$ cat config.mk
export PLATFORM = sky130hd
export DESIGN_NAME = cpwm_leg
export DESIGN_NICKNAME = d
export VERILOG_FILES = /design/src/rtl/cpwm_pkg.sv /design/src/rtl/cpwm_prescale.sv /design/src/rtl/cpwm_timebase.sv /design/src/rtl/cpwm_compare.sv /design/src/rtl/cpwm_edge_delay.sv /design/src/rtl/cpwm_leg.sv
export SDC_FILE = /design/constraint.sdc
export NUM_CORES = 1
export LEC_CHECK = 0
export ABC_CLOCK_PERIOD_IN_PS = 10000
export BUFFER_PORTS_ARGS = -buffer_cell sky130_fd_sc_hd__buf_2
export CORE_ASPECT_RATIO = 1.5
export CORE_UTILIZATION = 46
export DETAILED_ROUTE_END_ITERATION = 10
export MAX_ROUTING_LAYER = met4
export PLACE_DENSITY_LB_ADDON = 0.25
export SLEW_MARGIN = 20
export SYNTH_ARGS = -nofsm -noshare
export SYNTH_HDL_FRONTEND = slang
export SYNTH_SLANG_ARGS = --single-unit
$ cat constraint.sdc
create_clock -name clk -period 10 [get_ports clk]
set_input_delay 2 -clock clk [delete_from_list [all_inputs] [get_ports clk]]
set_output_delay 2 -clock clk [all_outputs]
set_load 0.05 [all_outputs]
$ cat src/rtl/cpwm_pkg.sv
package cpwm_pkg;

    localparam int CNT_W = 16;
    localparam int DIV_W = 3;
    localparam int DB_W  = 10;
    localparam int N_DIV = 2;

    typedef enum logic {
        DIR_UP   = 1'b0,
        DIR_DOWN = 1'b1
    } dir_e;

    typedef struct packed {
        logic [CNT_W-1:0] cnt;
        dir_e             dir;
    } tbase_s;

    function automatic tbase_s tb_step(tbase_s cur, logic [CNT_W-1:0] prd);
        tbase_s nxt;
        nxt = cur;
        if (prd == '0) begin
            nxt.cnt = '0;
            nxt.dir = DIR_UP;
        end else if (cur.dir == DIR_UP) begin
            if (cur.cnt >= prd) begin
                nxt.cnt = cur.cnt - 1'b1;
                nxt.dir = DIR_DOWN;
            end else begin
                nxt.cnt = cur.cnt + 1'b1;
            end
        end else begin
            if (cur.cnt == '0) begin
                nxt.cnt = cur.cnt + 1'b1;
                nxt.dir = DIR_UP;
            end else begin
                nxt.cnt = cur.cnt - 1'b1;
            end
        end
        return nxt;
    endfunction

endpackage

$ cat src/rtl/cpwm_prescale.sv
module cpwm_prescale #(
    parameter int W      = cpwm_pkg::DIV_W,
    parameter int STAGES = cpwm_pkg::N_DIV
) (
    input  logic                       clk,
    input  logic                       rst,
    input  logic [STAGES-1:0][W-1:0]   lim_i,
    output logic                       tick_o
);

    logic [STAGES:0] en;
    assign en[0]  = 1'b1;
    assign tick_o = en[STAGES];

    for (genvar g = 0; g < STAGES; g++) begin : g_stage
        logic [W-1:0] cnt_q;
        logic         wrap;
        assign wrap      = en[g] && (cnt_q >= lim_i[g]);
        assign en[g+1]   = wrap;
        always_ff @(posedge clk) begin
            if (rst) begin
                cnt_q <= '0;
            end else if (en[g]) begin
                cnt_q <= wrap ? '0 : cnt_q + 1'b1;
            end
        end
    end

endmodule

$ cat src/rtl/cpwm_timebase.sv
module cpwm_timebase
    import cpwm_pkg::*;
(
    input  logic             clk,
    input  logic             rst,
    input  logic             tick_i,
    input  logic [CNT_W-1:0] period_i,
    output logic [CNT_W-1:0] cnt_o,
    output logic             load_o,
    output logic             evt_zero_o,
    output logic             evt_peak_o
);

    tbase_s cur_q, nxt;
    logic   zero_q, peak_q;

    always_comb nxt = tb_step(cur_q, period_i);

    assign load_o     = tick_i && (nxt.cnt == '0);
    assign cnt_o      = cur_q.cnt;
    assign evt_zero_o = zero_q;
    assign evt_peak_o = peak_q;

    always_ff @(posedge clk) begin
        if (rst) begin
            cur_q  <= '{cnt: '0, dir: DIR_UP};
            zero_q <= 1'b0;
            peak_q <= 1'b0;
        end else begin
            if (tick_i) cur_q <= nxt;
            zero_q <= tick_i && (nxt.cnt == '0);
            peak_q <= tick_i && (nxt.cnt == period_i);
        end
    end

endmodule

$ cat src/rtl/cpwm_compare.sv
module cpwm_compare
    import cpwm_pkg::*;
(
    input  logic             clk,
    input  logic             rst,
    input  logic             load_i,
    input  logic [CNT_W-1:0] cmp_i,
    input  logic [CNT_W-1:0] cnt_i,
    input  logic [CNT_W-1:0] period_i,
    output logic [CNT_W-1:0] cmp_act_o,
    output logic             raw_o
);

    logic [CNT_W-1:0] act_q;

    always_ff @(posedge clk) begin
        if (rst)         act_q <= '0;
        else if (load_i) act_q <= cmp_i;
    end

    assign cmp_act_o = act_q;
    assign raw_o     = (act_q >= period_i) || (cnt_i < act_q);

endmodule

$ cat src/rtl/cpwm_edge_delay.sv
module cpwm_edge_delay #(
    parameter int W = cpwm_pkg::DB_W
) (
    input  logic         clk,
    input  logic         rst,
    input  logic         level_i,
    input  logic [W-1:0] delay_i,
    output logic         out_o
);

    logic [W-1:0] run_q;
    logic         out_q;

    always_ff @(posedge clk) begin
        if (rst || !level_i) begin
            run_q <= '0;
            out_q <= 1'b0;
        end else if (run_q >= delay_i) begin
            out_q <= 1'b1;
        end else begin
            run_q <= run_q + 1'b1;
        end
    end

    assign out_o = out_q;

endmodule

$ cat src/rtl/cpwm_leg.sv
module cpwm_leg
    import cpwm_pkg::*;
(
    input  logic             clk,
    input  logic             rst,
    input  logic [CNT_W-1:0] period_i,
    input  logic [DIV_W-1:0] base_div_i,
    input  logic [DIV_W-1:0] hs_div_i,
    input  logic [CNT_W-1:0] cmp_i,
    input  logic [DB_W-1:0]  rise_dly_i,
    input  logic [DB_W-1:0]  fall_dly_i,
    output logic             gate_hi_o,
    output logic             gate_lo_o,
    output logic             evt_zero_o,
    output logic             evt_peak_o
);

    localparam int N_GATE = 2;

    logic                        tick_w;
    logic                        load_w;
    logic                        raw_w;
    logic [CNT_W-1:0]            cnt_w;
    logic [CNT_W-1:0]            cmp_act_w;
    logic [N_DIV-1:0][DIV_W-1:0] div_lim;
    logic [N_GATE-1:0]           gate_lvl;
    logic [N_GATE-1:0]           gate_out;
    logic [N_GATE-1:0][DB_W-1:0] gate_dly;

    assign div_lim = {base_div_i, hs_div_i};

    cpwm_prescale #(.W(DIV_W), .STAGES(N_DIV)) u_pre (
        .clk    (clk),
        .rst    (rst),
        .lim_i  (div_lim),
        .tick_o (tick_w)
    );

    cpwm_timebase u_tb (
        .clk        (clk),
        .rst        (rst),
        .tick_i     (tick_w),
        .period_i   (period_i),
        .cnt_o      (cnt_w),
        .load_o     (load_w),
        .evt_zero_o (evt_zero_o),
        .evt_peak_o (evt_peak_o)
    );

    cpwm_compare u_cmp (
        .clk       (clk),
        .rst       (rst),
        .load_i    (load_w),
        .cmp_i     (cmp_i),
        .cnt_i     (cnt_w),
        .period_i  (period_i),
        .cmp_act_o (cmp_act_w),
        .raw_o     (raw_w)
    );

    assign gate_lvl = {~raw_w, raw_w};
    assign gate_dly = {fall_dly_i, rise_dly_i};

    for (genvar s = 0; s < N_GATE; s++) begin : g_side
        cpwm_edge_delay #(.W(DB_W)) u_dly (
            .clk     (clk),
            .rst     (rst),
            .level_i (gate_lvl[s]),
            .delay_i (gate_dly[s]),
            .out_o   (gate_out[s])
        );
    end

    assign gate_hi_o = gate_out[0];
    assign gate_lo_o = gate_out[1];

endmodule

# Word-level counts from Yosys, hierarchy flattened
# Cells that the tools add are included.
# totals
reg_bits	63
input_bits	60
output_inout_bits	4
word_cells	43
# classes
add_sub_neg	6
n_lt_le_gt_ge	7
eq_ne	1
mux	7
n_reduce_logical	11
# op_table
operator	count
16-bit logical NOT	3
17-bit 2-to-1 mux	2
16-bit >= comparator	2
16-bit 2-to-1 mux	2
10-bit by 1-bit adder with 10-bit output (second input constant)	2
10-bit >= comparator	2
16-bit by 1-bit adder with 16-bit output (second input constant)	1
16-bit equality test	1
16-bit < comparator	1
16-bit by 1-bit subtractor with 16-bit output (second input constant)	1
3-bit by 1-bit adder with 3-bit output (second input constant)	2
3-bit >= comparator	2
1-bit logical AND	3
1-bit logical OR	3
3-bit 2-to-1 mux	1
1-bit 2-to-1 mux	2
2-bit OR reduction	1
1-bit logical NOT	1

# Longest topological paths before layout
# Gate-level depths: netlist of the first run.
# logic_depth
ltp_word	6
depth_mapped	16
ltp_nobuf	12

# Modules after synthesis
# A second synthesis of the first run with hierarchy kept.
# unflattened
hier_cells	712
area_unflattened_um2	5660.4
# modules_own_cells
module	instances	cells_per_inst	area_per_inst_um2	seq_area_each_um2
cpwm_timebase	1	334	2438.6	380.4
cpwm_edge_delay	2	89	757.0	220.2
cpwm_compare	1	156	1322.5	320.3
cpwm_prescale	1	43	381.6	120.1
cpwm_leg	1	1	3.8	0.0

# Worst setup path before layout of the first run
# No wires, ideal clock.
# synth_timing
path_type	input to register
from	input port period_i[2]
to	register u_tb.peak_q, in the netlist u_tb.evt_peak_o
t_arrival_ns	5.260
required_ns	9.912
path_slack_ns	4.652
path_stages	13
path_buffers	1
cell_sequence	inv_1 ha_1 a211oi_1 o21ai_0 a41oi_1 o21a_1 clkbuf_1 mux2i_1 xor2_1 a22o_1 or4b_1 a2111o_1 nor4_2
# synth_via
elab_chain_len	6
elab_cells_between_ends	7
# synth_rtl
item	line	rtl
start: declaration	cpwm_leg.sv:6	input logic [CNT_W-1:0] period_i,
16-bit >= comparator	cpwm_pkg.sv:25	if (cur.cnt >= prd) begin
16-bit 2-to-1 mux	cpwm_pkg.sv:25	
17-bit 2-to-1 mux	cpwm_pkg.sv:24	end else if (cur.dir == DIR_UP) begin
17-bit 2-to-1 mux	cpwm_pkg.sv:21	if (prd == '0) begin
16-bit equality test (*)	cpwm_timebase.sv:32	peak_q <= tick_i && (nxt.cnt == period_i);
1-bit logical AND (*)	cpwm_timebase.sv:32	
end signal: assignment	cpwm_timebase.sv:32	
end: declaration	cpwm_timebase.sv:15	logic zero_q, peak_q;
# Every way passes the cells marked *; elsewhere a longest branch is shown, timed or not.
# A chain may end at the register's enable or synchronous reset.

# Worst setup path after layout of the first run
# layout_timing
from	input port period_i[2]
to	register u_cmp.act_q[1], in the netlist u_cmp.cmp_act_o[1]
# layout_via
elab_chain_len	6
elab_cells_between_ends	7
# layout_rtl
item	line	rtl
16-bit >= comparator	cpwm_pkg.sv:25	
16-bit 2-to-1 mux	cpwm_pkg.sv:25	
17-bit 2-to-1 mux	cpwm_pkg.sv:24	
17-bit 2-to-1 mux (*)	cpwm_pkg.sv:21	
16-bit logical NOT (*)	cpwm_timebase.sv:19	assign load_o = tick_i && (nxt.cnt == '0);
1-bit logical AND (*)	cpwm_timebase.sv:19	
end signal: assignment	cpwm_compare.sv:18	else if (load_i) act_q <= cmp_i;
end: declaration	cpwm_compare.sv:14	logic [CNT_W-1:0] act_q;
# Marks and branches as above.

==> results by stage, run 1 <==
Synth:
- The netlist area before placement is 5480 sq um.
- The number of nets in the synthesized netlist is 852.
- The total of warnings raised by yosys is 0.
- The post-synthesis adder-cell area fraction is 18.26%.
- The simple-gate share of the synthesized area is 25.68%.
- Multiplexer cells account for 1.142% of the synthesized area.
- The synthesized netlist devotes 20.07% of its cell area to compound gates.
- The gate count of the mapped netlist is 712.
- The flip-flop and latch count after synthesis is 63.
- In the synthesized netlist the dominant register cell turns out to be sky130_fd_sc_hd__dfxtp_1.
- By area, the combinational part of the netlist is dominated by simple AND/OR/NAND/NOR gates.
- The leading area contributor after synthesis is sky130_fd_sc_hd__dfxtp_1.
- The count of flip-flops with a built-in enable after synthesis is 0.
- The per-instance average area after synthesis is 7.697 sq um.
- The proportion of netlist area held by the largest area contributor is 23.01%.
- The post-synthesis share of cell area spent on xor and xnor gates is 5.365%.
- Yosys mapped the design onto 60 distinct sky130hd cell types.
- Of all flip-flops after synthesis, the portion carrying an async set or reset was 0%.
- The part of the Yosys area used for sequential elements is 23.01%.
- Ranked by total cell area, the synthesized netlist is headed by sky130_fd_sc_hd__dfxtp_1 23%, sky130_fd_sc_hd__ha_1 18%, sky130_fd_sc_hd__a21oi_1 5.1%, sky130_fd_sc_hd__nor2_1 4.5%, sky130_fd_sc_hd__inv_1 4.4%.

STA:
- The clock arrives with 9.160 ps of skew.
- For the finished layout, the period the worst path requires is 5783 ps.
- The total count of max-transition violations in the final report came to 0.
- Setup violations remaining at the end of the flow were counted as 0.
- The fmax is 0.1729 GHz.
- The worst path uses 57.83% of the clock period.
- The summed negative setup slack over all endpoints is 0 ps.
- The transition at the pin with the smallest max-transition slack is 794.7 ps.
- The final count of hold timing violations came to 0.
- Setup repair after global routing left no endpoint under its margin.
- The worst relative slew slack is 47.02%.

Clock tree:
- The number of H-tree branching levels is 3.
- The clock-pin slew reported for the worst setup and hold paths after clock tree synthesis is 50 ps.
- The later-pin clock latency in the skew report is 330 ps.
- The number of CTS-inserted buffers is 9.
- CTS placed an instance of sky130_fd_sc_hd__clkbuf_16 at the clock tree root.
- In this run, post-CTS hold repair placed 0 buffers.
- The buffer depth of the longest clock path is 2.
- Counting every sink on the clock net gives 63.
- After clock tree synthesis, the repair step resized 0 gates.
- TritonCTS built the clock tree.
- Once the clock tree was built, the setup fixing pass inserted 0 buffers.

Cells and area:
- The library cell used most frequently in the layout, excluding fill and tap cells, is sky130_fd_sc_hd__ha_1.
- Cells with a size suffix above 1 make up 12.35% of the layout.
- The final instance area is 6198 sq um.
- The signed area change from the synthesized netlist to the final layout is 13.10%.
- The top cell types in the final layout, fill and taps aside, are 80 x sky130_fd_sc_hd__ha_1, 66 x sky130_fd_sc_hd__nor2_1, 64 x sky130_fd_sc_hd__inv_1.
- The net count of the finished layout is 904.
- The repair_antennas step left the layout with diodes totalling 0.

Run:
- Max-cap violations in this run came to 0.

Route:
- The first detailed-routing pass ran for 5 iterations.
- In the final routed layout, each cell accounts on average for 16.28 um.
- The number of nets with antenna violations after detailed routing is 0.
- For this block, the routed nets add up to 14960 um of wire.
- In the routed layout, each cell is associated on average with a via count of 5.865.
- The number of DRC markers in iteration 0 is 336.
- For this block, the via count after detailed routing is 5390.
- After detailed routing, the number of remaining DRC violations is 0.

Floorplan:
- The y dimension of the die is 135.7 um.
- The area of the die is 12360 sq um.
- The die is 91.12 um wide.
- For this configuration, the core starts out at a cell density of 47.53%.
- The row count is 48.
- The core box area is 11530 sq um.
- For this design the top-level I/O count stands at 64.

Critical path:
- The critical path launch point type is an input pin.
- The required time of the critical path is 10180 ps.
- The critical path data arrival time is 5960 ps.
- The maximum fanout along the worst path is 16.
- The worst setup path is of the input pin to flip-flop kind.
- The type of destination of the critical path is a flip-flop.

GRT:
- For met3 alone, demand over resource in global routing was 4.489%.
- The number of global-route vias before repair is 5417.
- After global routing, the most crowded layer is met2.
- After global routing the overflow that remains totals 0.
- For this run, global-route usage on met2 was measured as 45.03%.
- The wire length of the first global-routing pass is 25300 um.
- The maximum number of pins on one net before global-route repair is 42.
- The number of antenna violations at the first check in global routing came to 0.
- In the global route stage, met1 resource usage came out at 28.34%.
- The total routing resource utilization after global routing is 26.33%.

Place:
- During placement, the flow inserted port buffers numbering 63.
- The half-perimeter wire length after detailed placement is 11520 um.
- The placer's final routability congestion estimate is 0.9572.
- The post-detailed-placement cell area is 5922 sq um.

Power:
- Power spread over the standard cell area amounts to 103.3 nW/um^2.
- The leakage power is 0.002964 uW.
- The worst-case vdd ir drop is 74.45 uV.

Run status:
- The flow ran to the end, and the final reports show no timing, DRC or antenna violations.

Min path:
- The tightest min-delay check is of the flip-flop to flip-flop type.
==> logic make-up after synthesis <==
logic type | after synthesis
flops | 63
simple gates | 265
mux | 5
compound gates | 174
fa+ha+maj | 80
xor+xnor | 32
buf+inv | 93
==> final timing paths <==
path	start	to	slack, ps	depth (start not counted)
min reg2reg	u_pre.g_stage[0].cnt_q[0]	u_pre.g_stage[0].cnt_q[0]	450	1
min	u_pre.g_stage[0].cnt_q[0]	u_pre.g_stage[0].cnt_q[0]	450	1
max	period_i[2]	u_cmp.cmp_act_o[1]	4220	13
max reg2reg	u_tb.cnt_o[2]	u_cmp.cmp_act_o[1]	5420	11
==> flip-flops by register name, indices dropped and copies added, names as in the netlist <==
name                 count
g_side.u_dly.out_o       2
g_side.u_dly.run_q      20
u_tb.cnt_o              16
u_pre.g_stage.cnt_q      6
u_tb.cur_q               1
u_tb.evt_zero_o          1
u_tb.evt_peak_o          1
u_cmp.cmp_act_o         16
==> cell type report <==
type | count | area (sq um)
timing repair buffer | 70 | 367.9
clock buffer | 11 | 242.7
sequential | 63 | 1261
inverter | 64 | 240.2
clock inverter | 5 | 33.78
fill | 1135 | 5333
tap | 150 | 187.7
multi-input combinational | 556 | 3865
==> per-stage QoR <==
step	total power, uW	instances	setup slack (ps)	hold slack [ps]	utilization [%]
3_3_place_gp	353.6	903	4157	426.1	51.36
6_report	640.0	919	4217	453.4	53.75
4_1_cts	647.0	919	4302	461.8	53.75
2_1_floorplan	326.5	712	4652	417.3	-
5_1_grt	671.2	919	3869	484.9	53.75
3_5_place_dp	357.5	903	3962	453.9	51.36
==> synthesized netlist by cell type, drive strengths merged, types with 5 or more instances <==
| cell | n |
|---|---|
| xnor2 | 13 |
| nand2 | 37 |
| a21o | 22 |
| nor4 | 13 |
| o211ai | 14 |
| a21oi | 56 |
| nor3 | 19 |
| nand2b | 13 |
| nand4 | 15 |
| inv | 64 |
| a211oi | 8 |
| xor2 | 18 |
| and2 | 6 |
| nor2 | 66 |
| a22oi | 5 |
| o21a | 5 |
| and3 | 13 |
| clkbuf | 23 |
| dfxtp | 63 |
| o21ai | 40 |
| ha | 80 |
| buf | 6 |
| nand3 | 36 |
| and4 | 9 |
| or3 | 12 |
==> routing by layer <==
metal  routed length (um)  vias to the layer above
met4                  908                        0
met1                 6120                     2450
li1                     -                     2674
met5                    0                        -
met2                 7177                      205
met3                  758                       61
==> worst max-delay path: stages <==
cell and delay (ps):
sky130_fd_sc_hd__buf_2 100, sky130_fd_sc_hd__inv_1 80, sky130_fd_sc_hd__ha_1 330, sky130_fd_sc_hd__a211oi_1 260, sky130_fd_sc_hd__o21ai_0 130, sky130_fd_sc_hd__a41oi_1 450
sky130_fd_sc_hd__o21a_1 570, sky130_fd_sc_hd__a211oi_1 100, sky130_fd_sc_hd__nor2_1 400, sky130_fd_sc_hd__nor4bb_1 460, sky130_fd_sc_hd__nand4_1 570, sky130_fd_sc_hd__o21ai_0 380
sky130_fd_sc_hd__a21oi_1 100
==> power by group <==
part           switching [uW]  total [uW]  internal (uW)
Clock                     114         288            174
Combinational            51.6        89.7           38.1
Sequential               6.39         263            256
No activity file was read; power rests on OpenSTA's default activity.
==> inputs of run 2 (changes only) <==
--- a/config.mk
+++ b/config.mk
@@ -5,7 +5,7 @@
 export SDC_FILE = /design/constraint.sdc
 export NUM_CORES = 1
 export LEC_CHECK = 0
-export ABC_CLOCK_PERIOD_IN_PS = 10000
+export ABC_CLOCK_PERIOD_IN_PS = 6000
 export BUFFER_PORTS_ARGS = -buffer_cell sky130_fd_sc_hd__buf_2
 export CORE_ASPECT_RATIO = 1.5
 export CORE_UTILIZATION = 46
==> constraint.sdc (replaced) <==
create_clock -name clk -period 6 [get_ports clk]
set_input_delay 1.2 -clock clk [delete_from_list [all_inputs] [get_ports clk]]
set_output_delay 1.2 -clock clk [all_outputs]
set_load 0.05 [all_outputs]
==> results by stage, run 2 (synthesis gave the netlist of run 1 again) <==
Route:
- The number of nets with antenna violations after detailed routing is 0 (unchanged).
- The number of remaining DRC errors came to 0 (unchanged).
- The highest signal layer in the routed design is met4 (unchanged).
- The total met3 wirelength after detailed routing was 773 um (was 758 um).
- The length of routed wiring on met1 is 6191 um (was 6120 um).
- The total wirelength of the detailed-routed design is 15500 um (was 14960 um).
- The number of DRC markers in iteration 0 is 489 (was 336).
- The met2 wirelength from detailed routing is 7679 um (was 7177 um).
- The final routed wire length divided by cell count is 16.85 um (was 16.28 um).
- The via density per instance is 6.001 (was 5.865).
- The first-pass detailed-route iteration total is 5 (unchanged).
- The via count of the routed design is 5521 (was 5390).

STA:
- The post-route minimum period is 4845 ps.
- The final-report setup violation count is 0 (unchanged).
- The final worst slack is 1155 ps (was 4217 ps).
- The worst hold slack after final layout is 446.8 ps (was 453.4 ps).
- The worst clock skew was 9.316 ps (was 9.160 ps).
- The worst relative slew slack is 38.23% (was 47.02%).
- Derived from the worst setup path, the maximum achievable clock frequency is 0.2064 GHz.
- The total count of max-transition violations in the final report is 0 (unchanged).
- The summed negative setup slack over all endpoints is 0 ps (unchanged).
- The worst path uses 80.75% of the clock period.
- RSZ-0062 raised after global routing: no (unchanged).
- The final count of hold timing violations is 0 (unchanged).
- The transition at the pin with the smallest max-transition slack was 903.2 ps (was 794.7 ps).

Clock tree:
- The number of buffers inserted to repair setup after CTS is 0 (unchanged).
- The clock tree from TritonCTS is done (unchanged).
- The clock-pin slew reported for the worst setup and hold paths after clock tree synthesis was 60 ps (was 50 ps).
- The buffer depth of the longest clock path is 2 (unchanged).
- The number of H-tree branching levels was 3 (unchanged).
- The clock root buffer is sky130_fd_sc_hd__clkbuf_16 (unchanged).
- The later-pin clock latency in the skew report is 340 ps (was 330 ps).
- The number of gates given a new drive strength after cts was 0 (unchanged).
- The total of hold buffers inserted after clock tree synthesis came to 0 (unchanged).
- The number of CTS-inserted buffers was 9 (unchanged).
- The clock sink total is 63 (unchanged).

Critical path:
- The number of buffers and inverters on the critical path is 3 (was 2).
- The type of destination of the critical path is a flip-flop (unchanged).
- The critical path launch point type is an input pin (unchanged).
- The most repeated library cell on the critical path is sky130_fd_sc_hd__o21ai_0.
- The worst setup path startpoint is period_i[2] (unchanged).
- Cells along the critical path: buf_2, inv_1, ha_1, a211oi_1, o21ai_0, a41oi_1, o21a_1, buf_4, nor4_1, or3_1, a311oi_1, nand4_1, o21ai_0, a21oi_1 (was buf_2, inv_1, ha_1, a211oi_1, o21ai_0, a41oi_1, o21a_1, a211oi_1, nor2_1, nor4bb_1, nand4_1, o21ai_0, a21oi_1).
- The required time of the critical path is 6170 ps (was 10180 ps).
- The highest-delay cell along the critical path is sky130_fd_sc_hd__nand4_1 (was sky130_fd_sc_hd__o21a_1).
- The startpoint-to-endpoint class of the critical path is input pin to flip-flop (unchanged).
- The critical path data arrival time is 5020 ps (was 5960 ps).
- The endpoint of the worst setup timing path is u_cmp.cmp_act_o[5] (was u_cmp.cmp_act_o[1]).
- The maximum cell stage delay along the critical path is 540 ps (was 570 ps).
- The endpoint of the worst-slack reg-to-reg timing path is u_cmp.cmp_act_o[5] (was u_cmp.cmp_act_o[1]).
- The cell type group with the largest total delay on the critical path was compound AO/OA/AOI/OAI gates (unchanged).
- The number of gates on the worst path with buffers counted is 14 (was 13).
- The path depth of the worst reg2reg path is 12 (was 11).
- The origin of the critical flop-to-flop path is u_tb.cnt_o[2] (unchanged).
- The reg-to-reg setup timing slack is 1500 ps (was 5420 ps).
- The maximum fanout along the worst path is 16 (unchanged).

GRT:
- The maximum number of pins on one net before global-route repair is 42 (unchanged).
- The number of antenna violations at the first check in global routing is 0 (unchanged).
- The total routing resource utilization after global routing came to 26.52% (was 26.33%).
- The remaining global-route overflow is 0 (unchanged).
- The number of global-route vias before repair is 5218 (was 5417).
- The wire length of the first global-routing pass was 25110 um (was 25300 um).

Cells and area:
- The final layout net count came to 905 (was 904).
- The signed area change from the synthesized netlist to the final layout is 14.25% (was 13.10%).
- The share of cells above drive strength 1 is 12.60% (was 12.35%).
- The commonest non-fill, non-tap cell in the layout is sky130_fd_sc_hd__ha_1 (unchanged).
- The register with the most flip-flops was g_side.u_dly.run_q (unchanged).
- The number of antenna diodes is 0 (unchanged).
- The core occupancy in the finished layout is 54.30% (was 53.75%).
- The flip-flop count of the largest register, all copies and words added came to 20 (unchanged).
- Most frequent cells in the layout: 80 x sky130_fd_sc_hd__ha_1, 66 x sky130_fd_sc_hd__nor2_1, 64 x sky130_fd_sc_hd__inv_1 (unchanged).
- The final instance area is 6261 sq um (was 6198 sq um).

Min path:
- The worst hold path startpoint is u_pre.g_stage[0].cnt_q[0] (unchanged).
- The type of the worst min-delay path is flip-flop to flip-flop (unchanged).

Place:
- The number of port buffers is 63 (unchanged).
- The placer's final routability congestion estimate came to 0.9910 (was 0.9572).
- The half-perimeter wire length after detailed placement is 11940 um (was 11520 um).
- The post-detailed-placement cell area is 5929 sq um (was 5922 sq um).
- The worst-case setup slack after placement came to 883.2 ps (was 3962 ps).

Power:
- The worst-case vdd ir drop is 121.3 uV (was 74.45 uV).
- The leakage power came to 0.002990 uW (was 0.002964 uW).
- The power density normalized to cell area is 185.8 nW/um^2 (was 103.3 nW/um^2).

Floorplan:
- The row count is 48 (unchanged).
- The core box area came to 11530 sq um (unchanged).
- The area of the die is 12360 sq um (unchanged).
- The die span in x came to 91.12 um (unchanged).
- The number of top-level design ports is 64 (unchanged).
- The effective utilization at floorplan is 47.53% (unchanged).
- The y dimension of the die is 135.7 um (unchanged).

Run status:
- Status: completed (unchanged).

Run:
- The number of max-capacitance violations reported is 0 (unchanged).
==> run 2: changes by cell type in the layout (fill, tap and decap cells not counted) <==
cell and delta:
sky130_fd_sc_hd__clkinv_2 -2, sky130_fd_sc_hd__clkbuf_1 -1, sky130_fd_sc_hd__bufinv_16 +2, sky130_fd_sc_hd__buf_4 +1, sky130_fd_sc_hd__inv_6 +1
==> run 2: area by class of cell <==
class	instances	area, sq um
Fill cell	1154	5270
Multi-Input combinational cell	556	3865
Sequential cell	63	1261
Timing Repair Buffer	71	375.4
Inverter	64	240.2
Clock buffer	10	239.0
Tap cell	150	187.7
Clock inverter	6	92.59
==> run 2: stage by stage <==
step | cells | total power [uW]
after floorplan | 712 | 544.1
after global routing | 920 | 1216
after CTS | 920 | 1173
after global placement | 904 | 589.8
after detailed placement | 904 | 597.9
final | 920 | 1163
==> run 2: report_power, final <==
part	internal, uW	switching [uW]
Sequential	427	10.6
Clock	377	197
Combinational	63.9	87.3
==> run 2: worst reg2reg max path, stage by stage (launching register included) <==
cell	delay, ps
sky130_fd_sc_hd__dfxtp_1	660
sky130_fd_sc_hd__ha_1	350
sky130_fd_sc_hd__a211oi_1	220
sky130_fd_sc_hd__o21ai_0	130
sky130_fd_sc_hd__a41oi_1	450
sky130_fd_sc_hd__o21a_1	360
sky130_fd_sc_hd__buf_4	220
sky130_fd_sc_hd__nor4_1	80
sky130_fd_sc_hd__or3_1	380
sky130_fd_sc_hd__a311oi_1	350
sky130_fd_sc_hd__nand4_1	540
sky130_fd_sc_hd__o21ai_0	450
sky130_fd_sc_hd__a21oi_1	140
==> run 2: worst min-delay path by stage <==
stage | to | slack (ps) | cells past startpoint
after global routing | u_pre.g_stage[0].cnt_q[0] | 470 | 1
after floorplan | u_pre.g_stage[0].cnt_q[0] | 420 | 1
after global placement | u_pre.g_stage[0].cnt_q[0] | 430 | 1
after CTS | u_pre.g_stage[0].cnt_q[0] | 450 | 1
final | u_pre.g_stage[0].cnt_q[0] | 450 | 1
after detailed placement | u_pre.g_stage[0].cnt_q[0] | 440 | 1
==> run 2: metal layers <==
layer	track usage [%]	up-vias
li1	-	2691
met1	29.10	2554
met2	45.96	211
met5	-	-
met4	15.43	0
met3	3.423	65
